### config.mk
export PLATFORM = sky130hd
export DESIGN_NAME = pulse_burst_decoder
export DESIGN_NICKNAME = d
export VERILOG_FILES = /design/src/rtl/pbd_pkg.sv /design/src/rtl/pbd_sync.sv /design/src/rtl/pbd_gap_timer.sv /design/src/rtl/pbd_pulse_counter.sv /design/src/rtl/pbd_result.sv /design/src/rtl/pulse_burst_decoder.sv
export SDC_FILE = /design/constraint.sdc
export NUM_CORES = 1
export LEC_CHECK = 0
export ABC_AREA = 0
export CAP_MARGIN = 10
export CORE_MARGIN = 2
export CORE_UTILIZATION = 59
export CTS_BUF_LIST = sky130_fd_sc_hd__clkbuf_16
export DETAILED_ROUTE_END_ITERATION = 10
export DONT_BUFFER_PORTS = 1
export GPL_TIMING_DRIVEN = 0
export PLACE_DENSITY = 0.84
export SKIP_LAST_GASP = 1
export SYNTH_ARGS = -nofsm -noshare
export SYNTH_HDL_FRONTEND = slang
export SYNTH_SLANG_ARGS = --single-unit
### constraint.sdc
create_clock -name clk -period 3.63 [get_ports clk]
set_clock_uncertainty 0.2 [all_clocks]
set_input_delay 0 -clock clk [delete_from_list [all_inputs] [get_ports clk]]
set_output_delay 0 -clock clk [all_outputs]
set_load 0.05 [all_outputs]
### src/rtl/pbd_pkg.sv
package pbd_pkg;

  // Burst tracking state of the gap timer.
  typedef enum logic {
    GAP_IDLE   = 1'b0,
    GAP_ACTIVE = 1'b1
  } gap_state_e;

endpackage

### src/rtl/pbd_sync.sv
// Multi-flop synchroniser followed by a rising-edge detector.
module pbd_sync #(
  parameter int STAGES = 2
) (
  input  logic clk,
  input  logic rst_n,
  input  logic async_i,
  output logic rise_o
);

  logic [STAGES-1:0] chain_q;
  logic [STAGES-1:0] chain_d;
  logic              prev_q;
  logic              prev_d;

  always_comb begin
    chain_d[0] = async_i;
    prev_d     = chain_q[STAGES-1];
  end

  for (genvar g = 1; g < STAGES; g++) begin : g_chain
    always_comb chain_d[g] = chain_q[g-1];
  end

  always_ff @(posedge clk or negedge rst_n) begin
    if (!rst_n) begin
      chain_q <= '0;
      prev_q  <= 1'b0;
    end else begin
      chain_q <= chain_d;
      prev_q  <= prev_d;
    end
  end

  assign rise_o = chain_q[STAGES-1] & ~prev_q;

endmodule

### src/rtl/pbd_gap_timer.sv
// Tracks whether a burst is open and flags its end after a quiet gap.
module pbd_gap_timer
  import pbd_pkg::*;
#(
  parameter int GAP_W = 8
) (
  input  logic             clk,
  input  logic             rst_n,
  input  logic             edge_i,
  input  logic [GAP_W-1:0] limit_i,
  output logic             end_o
);

  gap_state_e       state_q, state_d;
  logic [GAP_W-1:0] idle_q, idle_d;
  logic [GAP_W-1:0] limit_eff;
  logic             last_quiet;

  always_comb begin
    limit_eff  = (limit_i == '0) ? GAP_W'(1) : limit_i;
    last_quiet = (idle_q == limit_eff - GAP_W'(1));
    end_o      = (state_q == GAP_ACTIVE) && !edge_i && last_quiet;
  end

  always_comb begin
    state_d = state_q;
    idle_d  = idle_q;
    if (edge_i) begin
      state_d = GAP_ACTIVE;
      idle_d  = '0;
    end else if (state_q == GAP_ACTIVE) begin
      if (last_quiet) begin
        state_d = GAP_IDLE;
        idle_d  = '0;
      end else begin
        idle_d  = idle_q + GAP_W'(1);
      end
    end
  end

  always_ff @(posedge clk or negedge rst_n) begin
    if (!rst_n) begin
      state_q <= GAP_IDLE;
      idle_q  <= '0;
    end else begin
      state_q <= state_d;
      idle_q  <= idle_d;
    end
  end

endmodule

### src/rtl/pbd_pulse_counter.sv
// Saturating edge counter, cleared when a burst closes.
module pbd_pulse_counter #(
  parameter int CNT_W = 16
) (
  input  logic             clk,
  input  logic             rst_n,
  input  logic             edge_i,
  input  logic             clear_i,
  output logic [CNT_W-1:0] count_o
);

  localparam logic [CNT_W-1:0] CNT_MAX = '1;

  logic [CNT_W-1:0] count_q, count_d;
  logic             cnt_en;

  always_comb begin
    cnt_en  = edge_i && (count_q != CNT_MAX);
    count_d = count_q;
    if (clear_i) begin
      count_d = '0;
    end else if (cnt_en) begin
      count_d = count_q + CNT_W'(1);
    end
  end

  always_ff @(posedge clk or negedge rst_n) begin
    if (!rst_n) begin
      count_q <= '0;
    end else begin
      count_q <= count_d;
    end
  end

  assign count_o = count_q;

endmodule

### src/rtl/pbd_result.sv
// Removes the preamble, classifies over-range and registers the outputs.
module pbd_result #(
  parameter int CNT_W     = 16,
  parameter int PREAMBLE  = 10001,
  parameter int OVR_COUNT = 30002
) (
  input  logic             clk,
  input  logic             rst_n,
  input  logic             capture_i,
  input  logic [CNT_W-1:0] count_i,
  output logic [CNT_W-1:0] result_o,
  output logic             valid_o,
  output logic             ovr_o
);

  localparam logic [CNT_W-1:0] PRE_V = CNT_W'(PREAMBLE);
  localparam logic [CNT_W-1:0] OVR_V = CNT_W'(OVR_COUNT);

  logic [CNT_W-1:0] result_q, result_d;
  logic             valid_q, valid_d;
  logic             ovr_q, ovr_d;
  logic [CNT_W-1:0] net_value;

  always_comb begin
    net_value = (count_i > PRE_V) ? (count_i - PRE_V) : '0;
    valid_d   = capture_i;
    result_d  = result_q;
    ovr_d     = ovr_q;
    if (capture_i) begin
      result_d = net_value;
      ovr_d    = (count_i >= OVR_V);
    end
  end

  always_ff @(posedge clk or negedge rst_n) begin
    if (!rst_n) begin
      result_q <= '0;
      valid_q  <= 1'b0;
      ovr_q    <= 1'b0;
    end else begin
      result_q <= result_d;
      valid_q  <= valid_d;
      ovr_q    <= ovr_d;
    end
  end

  assign result_o = result_q;
  assign valid_o  = valid_q;
  assign ovr_o    = ovr_q;

endmodule

### src/rtl/pulse_burst_decoder.sv
module pulse_burst_decoder #(
  parameter int CNT_W       = 16,
  parameter int GAP_W       = 8,
  parameter int SYNC_STAGES = 2,
  parameter int PREAMBLE    = 10001,
  parameter int OVR_COUNT   = 30002
) (
  input  logic             clk,
  input  logic             rst_n,
  input  logic             pulse_in,
  input  logic [GAP_W-1:0] idle_limit,
  output logic [CNT_W-1:0] result,
  output logic             result_valid,
  output logic             over_range
);

  logic [1:0]       rst_pipe_q;
  logic             rst_sync_n;
  logic             edge_seen;
  logic             burst_end;
  logic [CNT_W-1:0] burst_count;

  // Asynchronous assertion, synchronous release.
  always_ff @(posedge clk or negedge rst_n) begin
    if (!rst_n) begin
      rst_pipe_q <= 2'b00;
    end else begin
      rst_pipe_q <= {rst_pipe_q[0], 1'b1};
    end
  end

  assign rst_sync_n = rst_pipe_q[1];

  pbd_sync #(.STAGES(SYNC_STAGES)) u_sync (
    .clk     (clk),
    .rst_n   (rst_sync_n),
    .async_i (pulse_in),
    .rise_o  (edge_seen)
  );

  pbd_gap_timer #(.GAP_W(GAP_W)) u_gap (
    .clk     (clk),
    .rst_n   (rst_sync_n),
    .edge_i  (edge_seen),
    .limit_i (idle_limit),
    .end_o   (burst_end)
  );

  pbd_pulse_counter #(.CNT_W(CNT_W)) u_count (
    .clk     (clk),
    .rst_n   (rst_sync_n),
    .edge_i  (edge_seen),
    .clear_i (burst_end),
    .count_o (burst_count)
  );

  pbd_result #(
    .CNT_W     (CNT_W),
    .PREAMBLE  (PREAMBLE),
    .OVR_COUNT (OVR_COUNT)
  ) u_result (
    .clk       (clk),
    .rst_n     (rst_sync_n),
    .capture_i (burst_end),
    .count_i   (burst_count),
    .result_o  (result),
    .valid_o   (result_valid),
    .ovr_o     (over_range)
  );

endmodule

==> results.ini, run 1 <==
[routing]
avgRoutedWirePerCell_um = 15.4
drt_first_pass_iters = 4
routed_via_density = 6.03
vias = 2118
drt_iter0_markers = 188
postRouteAntennaNets = 0
wl_um = 5410
post-route-drc-count = 0

[worst_setup_path]
arrival_ps = 2940
reg2reg_slack_ps = 670
reg2reg_from = u_count.count_o[0]
cp-start-kind = register
r2r_end = u_result.ovr_o
crit_type = register to register
cp.required_ps = 3610
reg2reg_depth = 9
crit_path_end_kind = register
cp_max_fo = 7

[global_route]
grt_pass1_wl_um = 8770
gr-total-overflow = 0
grt_usage = 0.215
grt_pass1_vias = 1941
grt_max_degree = 43
antenna_found_initial = 0

[synthesis]
yosysSeqAreaShare = 0.425
yosysWarnings = 0
synth_edf_count = 0
synth_area_per_cell_um2 = 9.96
synthArstFlopShare = 1.00
syn_nets = 301
yosysTopAreaCellShare = 0.425
synth_ff_type = dfrtp_1
synth_area_leaders = dfrtp_1 42%, xnor2_1 6.5%, mux2_4 5.3%
synth_cell_type_count = 53
synthesis.area_um2 = 2830
syn_inst = 284
ys_seq_elements = 48
synth_top_area_cell = dfrtp_1

[cts]
postCtsSetupRepairBufs = 0
cts_htree_levels = 2
clk_pin_slew_ps = 70
cts_hold_buf = 4
cts_resized = 0
clockBufferDepth = 2
cts_tree = yes
clock_latency_ps = 290
cts_buffers = 5
root_buffer = clkbuf_16
clock_sinks = 48

[sta]
hold_slack_ps = 45.0
hold_viol_final = 0
fin_ws_ps = 671
tns_ps = 0
fin_crit_ps = 2960
drv_slew = 0
finalCritPeriodShare = 0.815
rsz0062_at_grt = false
relSlewSlack = 0.472
setup_viol = 0
worst_pin_slew_ps = 782
max_freq_ghz = 0.338

[pwr]
p_seq_frac = 0.441
p_comb_frac = 0.374
pwr-share-clk = 0.185
peakVddDrop_mv = 0.390
p_sw_mw = 1.09
powerDensity_nw_per_um2 = 789
swShare = 0.445
power.leakage_nw = 1.28
total_power_mw = 2.45
p_int_mw = 1.36

[layout]
syn_to_final_growth_pct = 9.64
drive_gt1_frac = 0.128
fin_area_um2 = 3100
final_cells = 351
fin_util = 0.666
fill_cells = 359
layout_commonest_cell = dfrtp_1
layout.area.seq_um2 = 1200
multi_input_area_um2 = 1510
final_nets = 313
n_antenna_cell = 0
final_cell_mix = 47 x dfrtp_1, 38 x nor2_1, 21 x xnor2_1, 16 x nand2_1, 16 x o21ai_0

[place]
pre_cts_ws_ps = 731
portBuffers = 0
post-dp-hpwl_um = 3840
place_congestion = 0.842
placed_cell_area_um2 = 2920
dp.cells = 339

[floorplan]
initial_core_util = 0.607
rows = 25
ios = 29
chipWidth_um = 73.2
dieArea_um2 = 5360
chipHeight_um = 73.2
core_um2 = 4660

[min_path]
hp-class = register to asynchronous set/reset pin

[job]
maxCapViolCount = 0

[run_status]
status = finished clean

synth_stat cells (all sizes together) (8+ instances only):
master / instances
dfrtp: 48
nor2: 38
xnor2: 21
mux2: 17
o21ai: 17
nand2: 16
clkbuf: 15
nand3: 15
xor2: 15
a21oi: 8
and3: 8
state kept, by name, summed over array words and instances, names as in the netlist:
signal	cells
u_result.result_o	16
rst_pipe_q	2
u_gap.idle_q	8
u_result.valid_o	1
u_sync.prev_q	1
u_result.ovr_o	1
u_sync.chain_q	2
u_gap.state_q	1
u_count.count_o	16
metal layers:
layer  global-route usage  part of all wire  vias up  routed length [um]
li1                     -                 -     1019                   -
met1                0.290              0.45     1033                2460
met2                0.332              0.48       59                2570
met3               0.0566             0.055        7                 300
met4               0.0802             0.014        0                  78
met5                    0                 0        -                   0
area by class of cell:
| class | count | area share |
|---|---|---|
| clock buffers | 5 | 0.0403 |
| repair buffers | 5 | 0.0194 |
| flip-flops and latches | 48 | 0.388 |
| clock inverters | 3 | 0.00605 |
| well taps | 54 | 0.0218 |
| multi-input cells | 211 | 0.486 |
| inverters | 5 | 0.00605 |
| plain buffers | 20 | 0.0331 |
cells by family (layout without fill, tap and decap cells):
logic type                 count (synthesis)  in the layout  synth area share
DFF                                       48             48             0.425
adders and majority gates                  6              6            0.0265
and+or+nand+nor                          100            100             0.185
buffers and inverters                     25             38            0.0429
AOI/OAI and AO/OA                         50             50             0.123
xor gates and xnor gates                  36             36             0.111
muxes                                     18             18            0.0845
other                                      1              1           0.00133
power groups by stage:
stage                     registers, mW  clock network (mW)  logic, mW
final                              1.08               0.454      0.915
after global routing               1.11               0.480       1.02
after CTS                          1.08               0.461      0.916
after detailed placement           1.09                   0      0.897
after global placement             1.09                   0      0.852
after floorplan                    1.06                   0      0.752
how the worst max path moves through the flow:
stage	from	to	slack, ps
2_1_floorplan	u_count.count_o[0]	u_result.ovr_o	1020
3_3_place_gp	u_count.count_o[0]	u_result.result_o[0]	810
3_5_place_dp	u_count.count_o[0]	u_result.result_o[12]	730
4_1_cts	u_count.count_o[0]	u_result.ovr_o	700
5_1_grt	u_count.count_o[0]	u_result.ovr_o	570
6_report	u_count.count_o[0]	u_result.ovr_o	670
critical path, cell delays in order (launching register included):
cell,delay (ps)
dfrtp_1,370
clkbuf_1,320
inv_1,130
ha_1,210
or4_1,530
a311o_1,360
a21o_1,180
a21oi_1,170
o21bai_1,110
mux2_2,270
No activity file was read; power rests on OpenSTA's default activity.
==> run 2, diff against run 1 <==
Settings changed: CORE_UTILIZATION 59 to 57.
Clock period 3.63 ns to 2.6 ns, I/O delays scaled along.
==> run 2 against run 1 <==
Effect of this change: worst setup slack got worse by 630 ps; cell count rose by 7.1%; highest routed layer unchanged; power rose by 48%.
==> results.ini, run 2 (same netlist as run 1, synthesis figures left out) <==
[routing]
drt_first_pass_iters = 6  ; +2
avgRoutedWirePerCell_um = 15.8  ; +2.5%
postRouteAntennaNets = 0  ; unchanged
post-route-drc-count = 0  ; unchanged
vias = 2183  ; +3.1%
routed_via_density = 5.81  ; -3.8%
wl_um = 5940  ; +9.8%
drt_iter0_markers = 246  ; +31%

[worst_setup_path]
cp.required_ps = 2580  ; -1030 ps
crit_path_end_kind = register
arrival_ps = 2530  ; -410 ps
cp_max_fo = 2  ; -5
crit_type = register to register
cp-start-kind = register

[layout]
drive_gt1_frac = 0.191  ; +0.0630
syn_to_final_growth_pct = 15.7
fin_area_um2 = 3270  ; +5.5%
final_cell_mix = 46 x dfrtp_1, 38 x nor2_1, 21 x xnor2_1, 16 x nand2_1, 16 x o21ai_0
layout_commonest_cell = dfrtp_1
fin_util = 0.688  ; +0.0227
n_antenna_cell = 0  ; unchanged
final_nets = 325  ; +3.8%
fill_cells = 344  ; -4.2%

[sta]
drv_slew = 0  ; unchanged
rsz0062_at_grt = true
setup_viol = 0  ; unchanged
finalCritPeriodShare = 0.983  ; +0.168
max_freq_ghz = 0.391  ; +16%
relSlewSlack = 0.584  ; +0.112
worst_pin_slew_ps = 621  ; -161 ps
fin_crit_ps = 2560  ; -402 ps
hold_viol_final = 0  ; unchanged

[cts]
cts_htree_levels = 2  ; unchanged
root_buffer = clkbuf_16
clock_sinks = 48  ; unchanged
clock_latency_ps = 290  ; about the same
cts_tree = yes
cts_buffers = 5  ; unchanged
clockBufferDepth = 2  ; unchanged
clk_pin_slew_ps = 60  ; about the same

[global_route]
grt_pass1_wl_um = 9250  ; +5.5%
gr-total-overflow = 0  ; unchanged
grt_usage = 0.220  ; +0.00466
grt_max_degree = 30  ; -30%
grt_pass1_vias = 2012  ; +3.7%
antenna_found_initial = 0  ; unchanged

[place]
portBuffers = 0  ; unchanged
place_congestion = 0.837  ; -0.62%
post-dp-hpwl_um = 3900  ; +1.5%
placed_cell_area_um2 = 2940  ; +0.60%

[floorplan]
chipWidth_um = 74.5  ; +1.6%
dieArea_um2 = 5540  ; +3.3%
chipHeight_um = 74.5  ; +1.6%
core_um2 = 4750  ; +2.0%
ios = 29  ; unchanged
initial_core_util = 0.595  ; -0.0120
rows = 25  ; unchanged

[pwr]
power.leakage_nw = 1.37  ; +6.8%
peakVddDrop_mv = 0.597  ; +53%
powerDensity_nw_per_um2 = 1110  ; +41%

[job]
maxCapViolCount = 0  ; unchanged

[run_status]
status = finished clean

[min_path]
hp-class = register to asynchronous set/reset pin

[run 2: path summary, 6_finish.rpt]
path / start / to / slack, ps / cells after the start
max in group asynchronous: rst_pipe_q[1] / u_result.result_o[8] / 1680 / 1
max reg2reg: u_count.count_o[0] / u_result.ovr_o / 40 / 9
min in group clk: pulse_in / u_sync.chain_q[0] / 70 / 1
min: rst_pipe_q[1] / u_count.count_o[15] / 20 / 0
max: u_count.count_o[0] / u_result.ovr_o / 40 / 9
min reg2reg: rst_pipe_q[1] / u_count.count_o[15] / 20 / 0
[run 2: what timing repair did]
action	4_1_cts	5_1_grt
gates resized for setup	4	7
hold buffers	3	0
cloned	0	1
pin swaps	2	7
setup buffers	4	9
endpoints found under the hold margin	3	0
endpoints found under the setup margin	16	29
[run 2: worst max-delay path, cell delays in order (launching register included)]
cell	delay, ps
dfrtp_1	360
clkbuf_8	130
inv_1	50
ha_1	200
or4_1	540
a311o_1	280
a21o_1	180
a21oi_1	140
o21bai_1	120
mux2_2	270
[run 2: area by class of cell]
class | count | area (um^2) | share of cell area
Clock buffer | 5 | 125 | 0.0382
Clock inverter | 3 | 42.5 | 0.0130
Multi-Input combinational cell | 211 | 1530 | 0.467
Sequential cell | 48 | 1200 | 0.368
Tap cell | 67 | 83.8 | 0.0256
Buffer | 19 | 109 | 0.0333
Timing Repair Buffer | 18 | 163 | 0.0497
Inverter | 5 | 18.8 | 0.00574
[run 2: per-stage QoR]
step	setup slack, ps	hold WS [ps]	TNS, ps	power, mW	instances
2_1_floorplan	64.2	-496	0	2.53	284
3_3_place_gp	-179	-496	-3450	2.71	351
3_5_place_dp	-213	-496	-4210	2.77	352
4_1_cts	9.06	31.0	0	3.58	367
5_1_grt	-56.5	54.4	-56.8	3.86	376
6_report	43.1	18.9	0	3.63	376
[run 2: metal layers]
metal  vias up  track usage  wire length [um]
li1       1046            -                 -
met1      1043        0.299              2580
met2        83        0.342              2850
met3        11       0.0515               382
met4         0       0.0833               119
met5         -            0                 0
[run 2: power by group]
group,switching [mW],internal (mW)
Combinational,0.726,0.630
Clock,0.280,0.452
Sequential,0.558,0.981
==> run 3, diff against run 2 <==
Settings changed: HOLD_SLACK_MARGIN from default to 0.05, MAX_ROUTING_LAYER from default to met4.
==> run 3 against run 2 <==
Effect of this change: cell count is 0.53% higher; power is 0.23% higher; count of clock-buffer cells in the layout stayed put; register-to-register slack worse by 20 ps; combinational power hardly changed; non-clock buffer count is 2 higher; critical endpoint unchanged.
==> results.ini, run 3 (same netlist as run 1, synthesis figures left out) <==
[sta]
hold_viol_final = 0  ; unchanged
fin_crit_ps = 2580  ; +24.9 ps
max_freq_ghz = 0.387  ; -0.96%
tns_ps = 0  ; unchanged
fin_ws_ps = 18.2  ; -24.9 ps
worst_pin_slew_ps = 807  ; +186 ps
setup_viol = 0  ; unchanged
relSlewSlack = 0.460  ; -0.124
rsz0062_at_grt = true
hold_slack_ps = 64.2  ; +45.2 ps
drv_slew = 0  ; unchanged
finalCritPeriodShare = 0.993  ; +0.00958

[global_route]
grt_max_degree = 30  ; unchanged
gr-total-overflow = 0  ; unchanged
grt_pass1_wl_um = 9320  ; +0.75%
grt_pass1_vias = 2015  ; +0.15%
grt_usage = 0.229  ; +0.00899
antenna_found_initial = 0  ; unchanged

[worst_setup_path]
cp.required_ps = 2580  ; about the same
cp-start-kind = register
critPathMaxStageDelay_ps = 540  ; about the same
crit_path_top_delay_cell = or4_1
crit_type = register to register
cp_max_fo = 2  ; unchanged
cp_top_family = compound AO/OA/AOI/OAI gates
crit_path_end_kind = register
arrival_ps = 2560  ; +30 ps
cp_cell_sequence = clkbuf_8 -> inv_1 -> ha_1 -> or4_1 -> a311o_1 -> a21o_1 -> a21oi_1 -> o21bai_1 -> mux2_2
path_buf_inv = 2  ; unchanged

[layout]
fin_util = 0.692  ; +0.00421
syn_to_final_growth_pct = 16.4
final_nets = 327  ; +0.62%
drive_gt1_frac = 0.190  ; -0.00123
layout_commonest_cell = dfrtp_1
final_cells = 378  ; +0.53%
final_cell_mix = 46 x dfrtp_1, 38 x nor2_1, 21 x xnor2_1, 16 x nand2_1, 16 x o21ai_0
n_antenna_cell = 0  ; unchanged
fin_area_um2 = 3290  ; +0.61%

[routing]
postRouteAntennaNets = 0  ; unchanged
routed-wl-met2_um = 2890  ; +1.4%
drt-met1-wl_um = 2620  ; +1.3%
top_layer_used = met4
routed_via_density = 5.80  ; -0.12%
drt_first_pass_iters = 4  ; -2
vias = 2192  ; +0.41%
met3_length_um = 375  ; -1.8%
post-route-drc-count = 0  ; unchanged
drt_iter0_markers = 304  ; +24%
avgRoutedWirePerCell_um = 15.8  ; +0.33%
wl_um = 5990  ; +0.86%

[pwr]
powerDensity_nw_per_um2 = 1100  ; -0.38%
power.leakage_nw = 1.37  ; +0.61%
total_power_mw = 3.64  ; +0.23%
peakVddDrop_mv = 0.598  ; +0.16%

[floorplan]
dieArea_um2 = 5540  ; unchanged
core_um2 = 4750  ; unchanged
rows = 25  ; unchanged
initial_core_util = 0.595  ; unchanged
ios = 29  ; unchanged
chipWidth_um = 74.5  ; unchanged
chipHeight_um = 74.5  ; unchanged

[job]
maxCapViolCount = 0  ; unchanged

[place]
dp.cells = 352  ; unchanged
portBuffers = 0  ; unchanged
place_congestion = 0.850  ; +1.5%
post-dp-hpwl_um = 3900  ; unchanged
placed_cell_area_um2 = 2940  ; unchanged
pre_cts_ws_ps = -213  ; unchanged

[cts]
clk_pin_slew_ps = 60  ; about the same
cts_htree_levels = 2  ; unchanged
cts_tree = yes
clock_latency_ps = 290  ; about the same
clockBufferDepth = 2  ; unchanged
root_buffer = clkbuf_16
clock_sinks = 48  ; unchanged
cts_buffers = 5  ; unchanged

[min_path]
hp-class = input pin to register

[run_status]
status = finished clean

## run 3: changes by cell type in the layout (fill, tap and decap cells not counted)
cell	delta
dlygate4sd3_1	+2
## run 3: what timing repair did
item | CTS | global route
pin swaps | 2 | 7
cloned | 0 | 1
hold buffers | 5 | 0
setup buffers | 4 | 9
gates resized for setup | 4 | 7
endpoints found under the hold margin | 20 | 0
setup endpoints to repair | 16 | 29
## run 3: final timing paths
path / start / end / slack (ps) / cells after the start
max in group asynchronous: rst_pipe_q[1] / u_count.count_o[1] / 940 / 1
hold / removal: pulse_in / u_sync.chain_q[0] / 60 / 1
setup reg to reg: u_count.count_o[0] / u_result.ovr_o / 20 / 9
hold reg to reg: rst_pipe_q[0] / rst_pipe_q[1] / 150 / 0
setup / recovery: u_count.count_o[0] / u_result.ovr_o / 20 / 9
min in group asynchronous: rst_n / rst_pipe_q[0] / 280 / 2
## run 3: cell type report
type	instances	area (um^2)
Multi-Input combinational cell	211	1530
Fill cell	338	1460
Sequential cell	48	1200
Timing Repair Buffer	20	183
Clock buffer	5	125
Buffer	19	109
Tap cell	67	83.8
Clock inverter	3	42.5
Inverter	5	18.8
## run 3: metal layers
metal / global-route usage / vias up
met3: 0.0488 / 12
met1: 0.305 / 1056
met4: 0.0794 / 0
li1: - / 1048
met2: 0.346 / 76
met5: - / -
## run 3: power by group
part | internal (mW) | leakage [nW] | total [mW] | switching [mW]
Combinational | 0.632 | 0.704 | 1.37 | 0.738
Sequential | 0.981 | 0.590 | 1.53 | 0.550
Clock | 0.452 | 0.0798 | 0.734 | 0.283
Total | 2.06 | 1.37 | 3.64 | 1.57
## run 3: worst reg2reg max path: cells and delay by family, from the launching register on
family	cells	cell delay, ps
AOI/OAI and AO/OA	4	730
adders and majority gates	1	200
buffers and inverters	2	180
DFF	1	360
muxes	1	270
and+or+nand+nor	1	540
